## config.mk

```make
export PLATFORM = sky130hd
export DESIGN_NAME = irq_hub
export DESIGN_NICKNAME = d
export VERILOG_FILES = /design/src/rtl/irq_hub_pkg.sv /design/src/rtl/irq_hub_ctrl.sv /design/src/rtl/irq_hub_dp.sv /design/src/rtl/irq_hub.sv
export SDC_FILE = /design/constraint.sdc
export NUM_CORES = 1
export LEC_CHECK = 0
export BUFFER_PORTS_ARGS = -buffer_cell sky130_fd_sc_hd__buf_2
export CAP_MARGIN = 20
export CORE_AREA = 2 2 49 60
export DETAILED_ROUTE_END_ITERATION = 12
export DIE_AREA = 0 0 51 62
export PLACE_DENSITY = 0.78
export SETUP_SLACK_MARGIN = 0.05
export SLEW_MARGIN = 0
export SYNTH_ARGS = -nofsm -noshare
export SYNTH_HDL_FRONTEND = slang
export SYNTH_SLANG_ARGS = --single-unit
```

## constraint.sdc

```tcl
create_clock -name clk -period 1.1 [get_ports clk]
set_input_delay 0.055 -clock clk [delete_from_list [all_inputs] [get_ports clk]]
set_output_delay 0.055 -clock clk [all_outputs]
set_load 0.03 [all_outputs]
```

## src/rtl/irq_hub_pkg.sv

```systemverilog
package irq_hub_pkg;
  localparam int NUM_SRC = 6;
  localparam int SRC_SP  = 0;
  localparam int SRC_SER = 1;
  localparam int SRC_AUD = 2;
  localparam int SRC_VID = 3;
  localparam int SRC_PAR = 4;
  localparam int SRC_DSP = 5;

  typedef enum logic [1:0] {RD_ZERO, RD_MASK, RD_PEND} rdSel_e;

  typedef struct packed {
    logic [NUM_SRC-1:0] pendClr;
    logic [NUM_SRC-1:0] maskClr;
    logic [NUM_SRC-1:0] maskSet;
  } ctrlStrb_t;
endpackage

```

## src/rtl/irq_hub_ctrl.sv

```systemverilog
module irq_hub_ctrl
  import irq_hub_pkg::*;
#(
  parameter int ADDR_W = 8,
  parameter int DATA_W = 32,
  parameter logic [ADDR_W-1:0] ADR_MODE  = 8'h00,
  parameter logic [ADDR_W-1:0] ADR_MASK  = 8'h04,
  parameter logic [ADDR_W-1:0] ADR_PEND  = 8'h08,
  parameter logic [ADDR_W-1:0] ADR_VLINE = 8'h10,
  parameter logic [ADDR_W-1:0] ADR_ASTAT = 8'h14,
  parameter logic [ADDR_W-1:0] ADR_PSTAT = 8'h18,
  parameter logic [ADDR_W-1:0] ADR_SSTAT = 8'h1C,
  parameter logic [ADDR_W-1:0] ADR_SPSTAT = 8'h20,
  parameter int DSP_CLR_BIT = 11,
  parameter int PAR_CLR_BIT = 1,
  parameter int SP_CLR_BIT  = 3
) (
  input  logic              wrEn,
  input  logic [ADDR_W-1:0] addr,
  input  logic [DATA_W-1:0] wrData,
  output ctrlStrb_t         strb,
  output rdSel_e            rdSel
);
  logic               maskHit;
  logic [NUM_SRC-1:0] maskClrV;
  logic [NUM_SRC-1:0] maskSetV;
  logic [NUM_SRC-1:0] pendClrV;

  assign maskHit = wrEn && (addr == ADR_MASK);

  // one set/clear pair per source; both bits high means hold
  for (genvar g = 0; g < NUM_SRC; g++) begin : gPair
    assign maskClrV[g] = maskHit &&  wrData[2*g] && !wrData[2*g+1];
    assign maskSetV[g] = maskHit && !wrData[2*g] &&  wrData[2*g+1];
  end

  always_comb begin
    pendClrV          = '0;
    pendClrV[SRC_VID] = wrEn && (addr == ADR_VLINE);
    pendClrV[SRC_AUD] = wrEn && (addr == ADR_ASTAT);
    pendClrV[SRC_SER] = wrEn && (addr == ADR_SSTAT);
    pendClrV[SRC_DSP] = wrEn && (addr == ADR_MODE)   && wrData[DSP_CLR_BIT];
    pendClrV[SRC_PAR] = wrEn && (addr == ADR_PSTAT)  && wrData[PAR_CLR_BIT];
    pendClrV[SRC_SP]  = wrEn && (addr == ADR_SPSTAT) && wrData[SP_CLR_BIT];
  end

  always_comb begin
    strb.pendClr = pendClrV;
    strb.maskClr = maskClrV;
    strb.maskSet = maskSetV;
  end

  always_comb begin
    if (addr == ADR_MASK)      rdSel = RD_MASK;
    else if (addr == ADR_PEND) rdSel = RD_PEND;
    else                       rdSel = RD_ZERO;
  end
endmodule

```

## src/rtl/irq_hub_dp.sv

```systemverilog
module irq_hub_dp
  import irq_hub_pkg::*;
#(
  parameter int DATA_W = 32
) (
  input  logic               clk,
  input  logic               rstN,
  input  logic [NUM_SRC-1:0] evtIn,
  input  ctrlStrb_t          strb,
  input  rdSel_e             rdSel,
  output logic [DATA_W-1:0]  rdData,
  output logic               cpuIrq,
  output logic [NUM_SRC-1:0] pendQ,
  output logic [NUM_SRC-1:0] maskQ
);
  localparam int PAD_W = DATA_W - NUM_SRC;

  for (genvar g = 0; g < NUM_SRC; g++) begin : gSrc
    // a raise outranks a clear so no event is dropped
    always_ff @(posedge clk or negedge rstN) begin
      if (!rstN)                 pendQ[g] <= 1'b0;
      else if (evtIn[g])         pendQ[g] <= 1'b1;
      else if (strb.pendClr[g])  pendQ[g] <= 1'b0;
    end

    always_ff @(posedge clk or negedge rstN) begin
      if (!rstN)                 maskQ[g] <= 1'b0;
      else if (strb.maskSet[g])  maskQ[g] <= 1'b1;
      else if (strb.maskClr[g])  maskQ[g] <= 1'b0;
    end
  end

  always_ff @(posedge clk or negedge rstN) begin
    if (!rstN) cpuIrq <= 1'b0;
    else       cpuIrq <= |(pendQ & maskQ);
  end

  always_comb begin
    unique case (rdSel)
      RD_MASK: rdData = {{PAD_W{1'b0}}, maskQ};
      RD_PEND: rdData = {{PAD_W{1'b0}}, pendQ};
      default: rdData = '0;
    endcase
  end
endmodule

```

## src/rtl/irq_hub.sv

```systemverilog
module irq_hub
  import irq_hub_pkg::*;
#(
  parameter int ADDR_W = 8,
  parameter int DATA_W = 32,
  parameter logic [ADDR_W-1:0] ADR_MODE   = 8'h00,
  parameter logic [ADDR_W-1:0] ADR_MASK   = 8'h04,
  parameter logic [ADDR_W-1:0] ADR_PEND   = 8'h08,
  parameter logic [ADDR_W-1:0] ADR_VLINE  = 8'h10,
  parameter logic [ADDR_W-1:0] ADR_ASTAT  = 8'h14,
  parameter logic [ADDR_W-1:0] ADR_PSTAT  = 8'h18,
  parameter logic [ADDR_W-1:0] ADR_SSTAT  = 8'h1C,
  parameter logic [ADDR_W-1:0] ADR_SPSTAT = 8'h20
) (
  input  logic              clk,
  input  logic              rstN,
  input  logic              wrEn,
  input  logic [ADDR_W-1:0] addr,
  input  logic [DATA_W-1:0] wrData,
  input  logic [5:0]        evtIn,
  output logic [DATA_W-1:0] rdData,
  output logic              cpuIrq
);
  ctrlStrb_t          strb;
  rdSel_e             rdSel;
  logic [NUM_SRC-1:0] pendQ;
  logic [NUM_SRC-1:0] maskQ;

  irq_hub_ctrl #(
    .ADDR_W(ADDR_W), .DATA_W(DATA_W),
    .ADR_MODE(ADR_MODE), .ADR_MASK(ADR_MASK), .ADR_PEND(ADR_PEND),
    .ADR_VLINE(ADR_VLINE), .ADR_ASTAT(ADR_ASTAT), .ADR_PSTAT(ADR_PSTAT),
    .ADR_SSTAT(ADR_SSTAT), .ADR_SPSTAT(ADR_SPSTAT)
  ) u_ctrl (
    .wrEn(wrEn), .addr(addr), .wrData(wrData), .strb(strb), .rdSel(rdSel)
  );

  irq_hub_dp #(.DATA_W(DATA_W)) u_dp (
    .clk(clk), .rstN(rstN), .evtIn(evtIn), .strb(strb), .rdSel(rdSel),
    .rdData(rdData), .cpuIrq(cpuIrq), .pendQ(pendQ), .maskQ(maskQ)
  );
endmodule

```

==> results of run 1 <==
[flip-flops by register name (all words and copies together), names as in the netlist]
name,count
u_dp.maskQ,6
u_dp.pendQ,6
u_dp.cpuIrq,1
[where the power goes]
group | internal [mW] | total, mW | leakage (nW) | switching (mW)
registers | 0.478 | 0.479 | 0.150 | 0.000719
logic | 0.138 | 0.380 | 0.530 | 0.242
clock network | 0.141 | 0.289 | 0.0150 | 0.149
total | 0.757 | 1.15 | 0.695 | 0.392
[per-layer routing]
metal	part of all wire, %	GRT usage, %	vias to the layer above
li1	-	-	492
met1	38	25.0	527
met2	55	37.1	53
met3	5.1	1.91	6
met4	1.8	9.27	0
met5	0	0	-
[synthesized netlist by cell type (5+ instances only)]
library cell	instances
buf_4	26
dfrtp_1	13
a22oi_1	9
a21o_1	6
a21oi_1	6
a41oi_1	6
nor2_1	6
o41ai_1	6
nand3_1	5
[critical path: cells and delay by family, from the launching register on]
family | cells | cell delay [ns]
buffers and inverters | 1 | 0.14
and+or+nand+nor | 1 | 0.05
DFF | 1 | 0.43
AOI/OAI and AO/OA | 1 | 0.21
[cells in the final DEF, fill, tap and decap left out, types with 3 or more instances in the layout]
cell,n
conb_1,26
o41ai_4,4
a21oi_1,5
a41oi_1,6
buf_4,20
dlygate4sd3_1,13
a22oi_2,7
buf_2,26
nand3_1,5
nor2_4,5
buf_6,15
a21o_1,6
dfrtp_1,13
clkbuf_4,3
[logic make-up (layout without fill, tap and decap cells)]
kind of cell	after synthesis	count (layout)	share of synthesized area (%)
AOI/OAI and AO/OA	33	33	25.9
buffers and inverters	30	78	22.3
DFF	13	13	34.0
other	1	26	0.392
and+or+nand+nor	25	25	17.4
[path summary, 6_finish.rpt]
path                               start            end  slack (ns)  cells past startpoint
max                        u_dp.pendQ[1]      rdData[1]       -0.05                      3
min                            wrData[1]  u_dp.pendQ[4]        0.13                      3
max reg2reg                u_dp.maskQ[1]    u_dp.cpuIrq        0.11                      3
min reg2reg                u_dp.pendQ[2]  u_dp.pendQ[2]        0.53                      1
max in group asynchronous           rstN  u_dp.maskQ[4]        0.67                      2
min in group asynchronous           rstN  u_dp.pendQ[3]        0.20                      2
[final cells by class]
class,count,share of cell area (%)
Clock buffer,4,1.56
Timing Repair Buffer,74,34.4
Tap cell,34,2.53
Multi-Input combinational cell,84,42.2
Sequential cell,13,19.3
[metrics by stage]
stage / utilization (%) / hold WS (ns) / total power, mW / setup slack (ns) / cell area [µm²]
after floorplan: - / -0.241 / 0.729 / -0.110 / 1150
after global placement: 47.9 / -0.0355 / 0.778 / -0.274 / 1270
after detailed placement: 47.9 / -0.0380 / 0.783 / -0.299 / 1270
after CTS: 61.1 / 0.115 / 1.14 / -0.0610 / 1620
after global routing: 63.4 / 0.145 / 1.20 / -0.0865 / 1680
final: 63.4 / 0.134 / 1.15 / -0.0492 / 1680
[what timing repair did]
item / 4_1_cts / 5_1_grt
setup buffers: 10 / 0
gates resized for setup: 28 / 8
hold buffers: 13 / 0
endpoints found under the hold margin: 25 / 0
pin swaps: 14 / 11
setup endpoints to repair: 12 / 13
cloned: 0 / 0
==> flow_summary.json, run 1 <==
{
  "grt_max_degree": 14,
  "power_density_nw_per_um2": 682,
  "port_buffers": 35,
  "ir_worst_vdd_uv": 419,
  "slowest_delay_ns": 0.43,
  "fin_nets": 225,
  "cts_root_buffer": "clkbuf_4",
  "async_reset_ff_share_pct": 100,
  "timing.fmax_mhz": 870,
  "drt_iter0_markers": 24,
  "maxSlewViolCount": 0,
  "clk_pin_slew_ns": 0.07,
  "rows": 21,
  "syn_inst": 102,
  "p_leak_nw": 0.695,
  "gp_congestion": 0.878,
  "slew_headroom_pct": 63.5,
  "fillers": 221,
  "core_area_um2": 2650,
  "avgViaCountPerCell": 5.16,
  "yosys_warnings": 0,
  "setup_tns_ns": -0.221,
  "crit_slowest_cell": "dfrtp_1",
  "end_kind": "output pin",
  "ys_ff_latch": 13,
  "track_usage_pct": 20.5,
  "die_w_um": 51,
  "cts_buffers": 3,
  "yosys.area.top_type": "dfrtp_1",
  "period_share_pct": 104,
  "clock_path_buffers": 2,
  "setup_violations": 6,
  "netlist_top_cells_area": "dfrtp_1 34%, buf_4 20%, a22oi_1 7.1%",
  "drc": 0,
  "synth_area_um2": 956,
  "crit_arrival_ns": 1.09,
  "skew_ns": 0.00360,
  "die-area_um2": 3160,
  "path_cells": "a22oi_2, nor2_4, buf_6",
  "synth_top_area_share_pct": 34.0,
  "antenna_found_initial": 0,
  "yosysSeqAreaShare_pct": 34.0,
  "wire_per_inst_um": 14.9,
  "dpl.hpwl_mm": 2.08,
  "cp.required_ns": 1.04,
  "crit_type": "register to output pin",
  "grt_pass1_vias": 1025,
  "violations": "setup timing",
  "hp-class": "input port to register",
  "overflow": 0,
  "routed_wirelength_mm": 3.12,
  "tightest_slew_ns": 0.548,
  "die_h_um": 62,
  "numClockSinks": 13,
  "outcome": "complete, but fails checks",
  "dp.cells": 182,
  "drv_cap": 0,
  "cp-start-kind": "register",
  "rsz0062_at_grt": "yes",
  "pin_count": 82,
  "multi_input_area_um2": 709,
  "drive_gt1_share_pct": 51.4,
  "path_max_fanout": 3,
  "ys.flop_type": "dfrtp_1",
  "syn_avg_cell_area_um2": 9.37,
  "insertedDiodeCount": 0,
  "fin_cells": 209,
  "finalCriticalPeriod_ns": 1.15,
  "drtAntennaViolNets": 0,
  "cts_tree": "built",
  "grt_pass1_wl_mm": 4.71,
  "drt_first_pass_iters": 4,
  "seq_area_um2": 325,
  "setup_ws_ns": -0.0492,
  "synth-edff-count": 0,
  "area_delta_synth_final_pct": 76.0,
  "num_vias": 1078,
  "htreeDepth": 1,
  "clk-insertion-delay-late_ns": 0.27,
  "ys_types": 24,
  "finalHoldViolations": 0,
  "start_util_pct": 36.0
}
Note: power is estimated with default switching activity, not from simulation.
==> inputs of run 2 (changes only) <==
--- a/config.mk
+++ b/config.mk
@@ -10,7 +10,7 @@
 export CORE_AREA = 2 2 49 60
 export DETAILED_ROUTE_END_ITERATION = 12
 export DIE_AREA = 0 0 51 62
-export PLACE_DENSITY = 0.78
+export PLACE_DENSITY = 0.81
 export SETUP_SLACK_MARGIN = 0.05
 export SLEW_MARGIN = 0
 export SYNTH_ARGS = -nofsm -noshare
==> run 2 against run 1 <==
The flow still finishes with violations (setup timing). Sequential power barely moved. Flip-flop and latch count did not move. Hold slack got worse by 0.021 ns. Die area did not move. Largest cell class unchanged. Highest routed layer unchanged.
==> flow_summary.json, run 2 (synthesized netlist as in run 1, its figures left out) <==
{
  "timing.fmax_mhz": 852,
  "holdWs_ns": 0.113,
  "core_area_um2": 2650,
  "drt_first_pass_iters": 4,
  "rsz0062_at_grt": "yes",
  "slowest_delay_ns": 0.39,
  "clock_path_buffers": 2,
  "power_density_nw_per_um2": 687,
  "fin_cells": 207,
  "track_usage_pct": 21.3,
  "slew_headroom_pct": 66.0,
  "swShare_pct": 34.2,
  "overflow": 0,
  "crit_slowest_cell": "dfrtp_1",
  "dpl.hpwl_mm": 2.17,
  "crit_type": "register to output pin",
  "reg_top3": "u_dp.maskQ x6, u_dp.pendQ x6, u_dp.cpuIrq x1",
  "critPathBufInv": 1,
  "layout_commonest_cell": "buf_2",
  "skew_ns": 0.00166,
  "setup_violations": 6,
  "pin_count": 82,
  "crit_arrival_ns": 1.12,
  "setup_tns_ns": -0.378,
  "cts_buffers": 3,
  "wire_per_inst_um": 15.4,
  "routed_wirelength_mm": 3.19,
  "avgViaCountPerCell": 5.15,
  "p_int_mw": 0.750,
  "numClockSinks": 13,
  "drtAntennaViolNets": 0,
  "seq_power_share_pct": 42.0,
  "p_switching_mw": 0.390,
  "p_leak_nw": 0.680,
  "gp_congestion": 0.848,
  "rows": 21,
  "antenna_found_initial": 0,
  "finalHoldViolations": 0,
  "num_vias": 1066,
  "clk_pin_slew_ns": 0.08,
  "path_cells": "a22oi_2, nor2_4, buf_6",
  "die_w_um": 51,
  "drc": 0,
  "grt_pass1_vias": 1078,
  "clk-insertion-delay-late_ns": 0.27,
  "tightest_slew_ns": 0.510,
  "drt_iter0_markers": 18,
  "insertedDiodeCount": 0,
  "cts_tree": "built",
  "drive_gt1_share_pct": 53.2,
  "cts_root_buffer": "clkbuf_4",
  "maxSlewViolCount": 0,
  "path_max_fanout": 2,
  "htreeDepth": 1,
  "end_kind": "output pin",
  "drv_cap": 0,
  "die-area_um2": 3160,
  "fin_nets": 223,
  "ir_worst_vdd_uv": 580,
  "cp.required_ns": 1.04,
  "area_delta_synth_final_pct": 73.6,
  "grt_max_degree": 14,
  "violations": "setup timing",
  "mostFrequentLayoutCells": "27 x buf_2, 26 x conb_1, 20 x buf_4",
  "grt_pass1_wl_mm": 4.91,
  "setup_ws_ns": -0.0732,
  "cp-start-kind": "register",
  "finalCriticalPeriod_ns": 1.17,
  "start_util_pct": 36.0,
  "fin_util_pct": 62.5,
  "p_clk_share_pct": 25.5,
  "power_frac_comb_pct": 32.5,
  "port_buffers": 35,
  "dp.cells": 182,
  "die_h_um": 62,
  "hp-class": "input port to register",
  "outcome": "complete, but fails checks",
  "path_delay_family": "flip-flops",
  "period_share_pct": 107
}
run 2: cell count changes in the layout (fill, tap and decap cells not counted), sizes merged:
| cell | before | now |
|---|---|---|
| buf | 61 | 59 |
run 2: cell type report:
cell class / instances / area, µm²
tap: 34 / 42.5
timing repair buffer: 72 / 554
fill: 218 / 995
clock buffer: 4 / 26.3
multi-input combinational: 84 / 709
sequential: 13 / 327
run 2: power by group through the flow:
stage	clock network (mW)	logic, mW	registers (mW)
floorplan	0	0.240	0.489
global route	0.324	0.395	0.479
finish	0.291	0.370	0.479
global placement	0	0.288	0.489
CTS	0.299	0.349	0.479
detailed placement	0	0.293	0.489
run 2: per-layer routing:
layer / up-vias / part of all wire, % / global-route usage, %
li1: 484 / - / -
met1: 519 / 36 / 21.6
met2: 55 / 56 / 40.3
met3: 8 / 6.2 / 5.02
met4: 0 / 2.6 / 12.0
met5: - / 0 / 0
run 2: worst paths after layout:
check / start / to / slack, ns / depth (start not counted)
max in group asynchronous: rstN / u_dp.maskQ[3] / 0.66 / 2
worst max-delay path: u_dp.maskQ[5] / rdData[5] / -0.07 / 3
worst max register to register: u_dp.maskQ[3] / u_dp.cpuIrq / 0.10 / 3
worst min-delay path: wrData[11] / u_dp.pendQ[5] / 0.11 / 3
worst min register to register: u_dp.pendQ[0] / u_dp.pendQ[0] / 0.54 / 1
min in group asynchronous: rstN / u_dp.pendQ[5] / 0.19 / 2
run 2: timing repair:
item | in CTS | in global routing
setup buffers | 7 | 2
endpoints found under the hold margin | 25 | 0
endpoints found under the setup margin | 12 | 14
hold buffers | 13 | 0
gates resized for setup | 27 | 10
pin swaps | 14 | 12
run 2: metrics by stage:
step	worst slack (ns)	instance area, µm²	power (mW)
CTS	-0.0891	1590	1.13
finish	-0.0732	1660	1.14
global route	-0.121	1660	1.20
detailed placement	-0.322	1270	0.782
global placement	-0.262	1270	0.776
floorplan	-0.110	1150	0.729
run 2: worst reg2reg max path: cells and delay by family (launching register included):
family                 cells  cell delay (ns)
DFF                        1             0.44
AOI/OAI and AO/OA          1             0.19
buffers and inverters      1             0.17
and+or+nand+nor            1             0.09
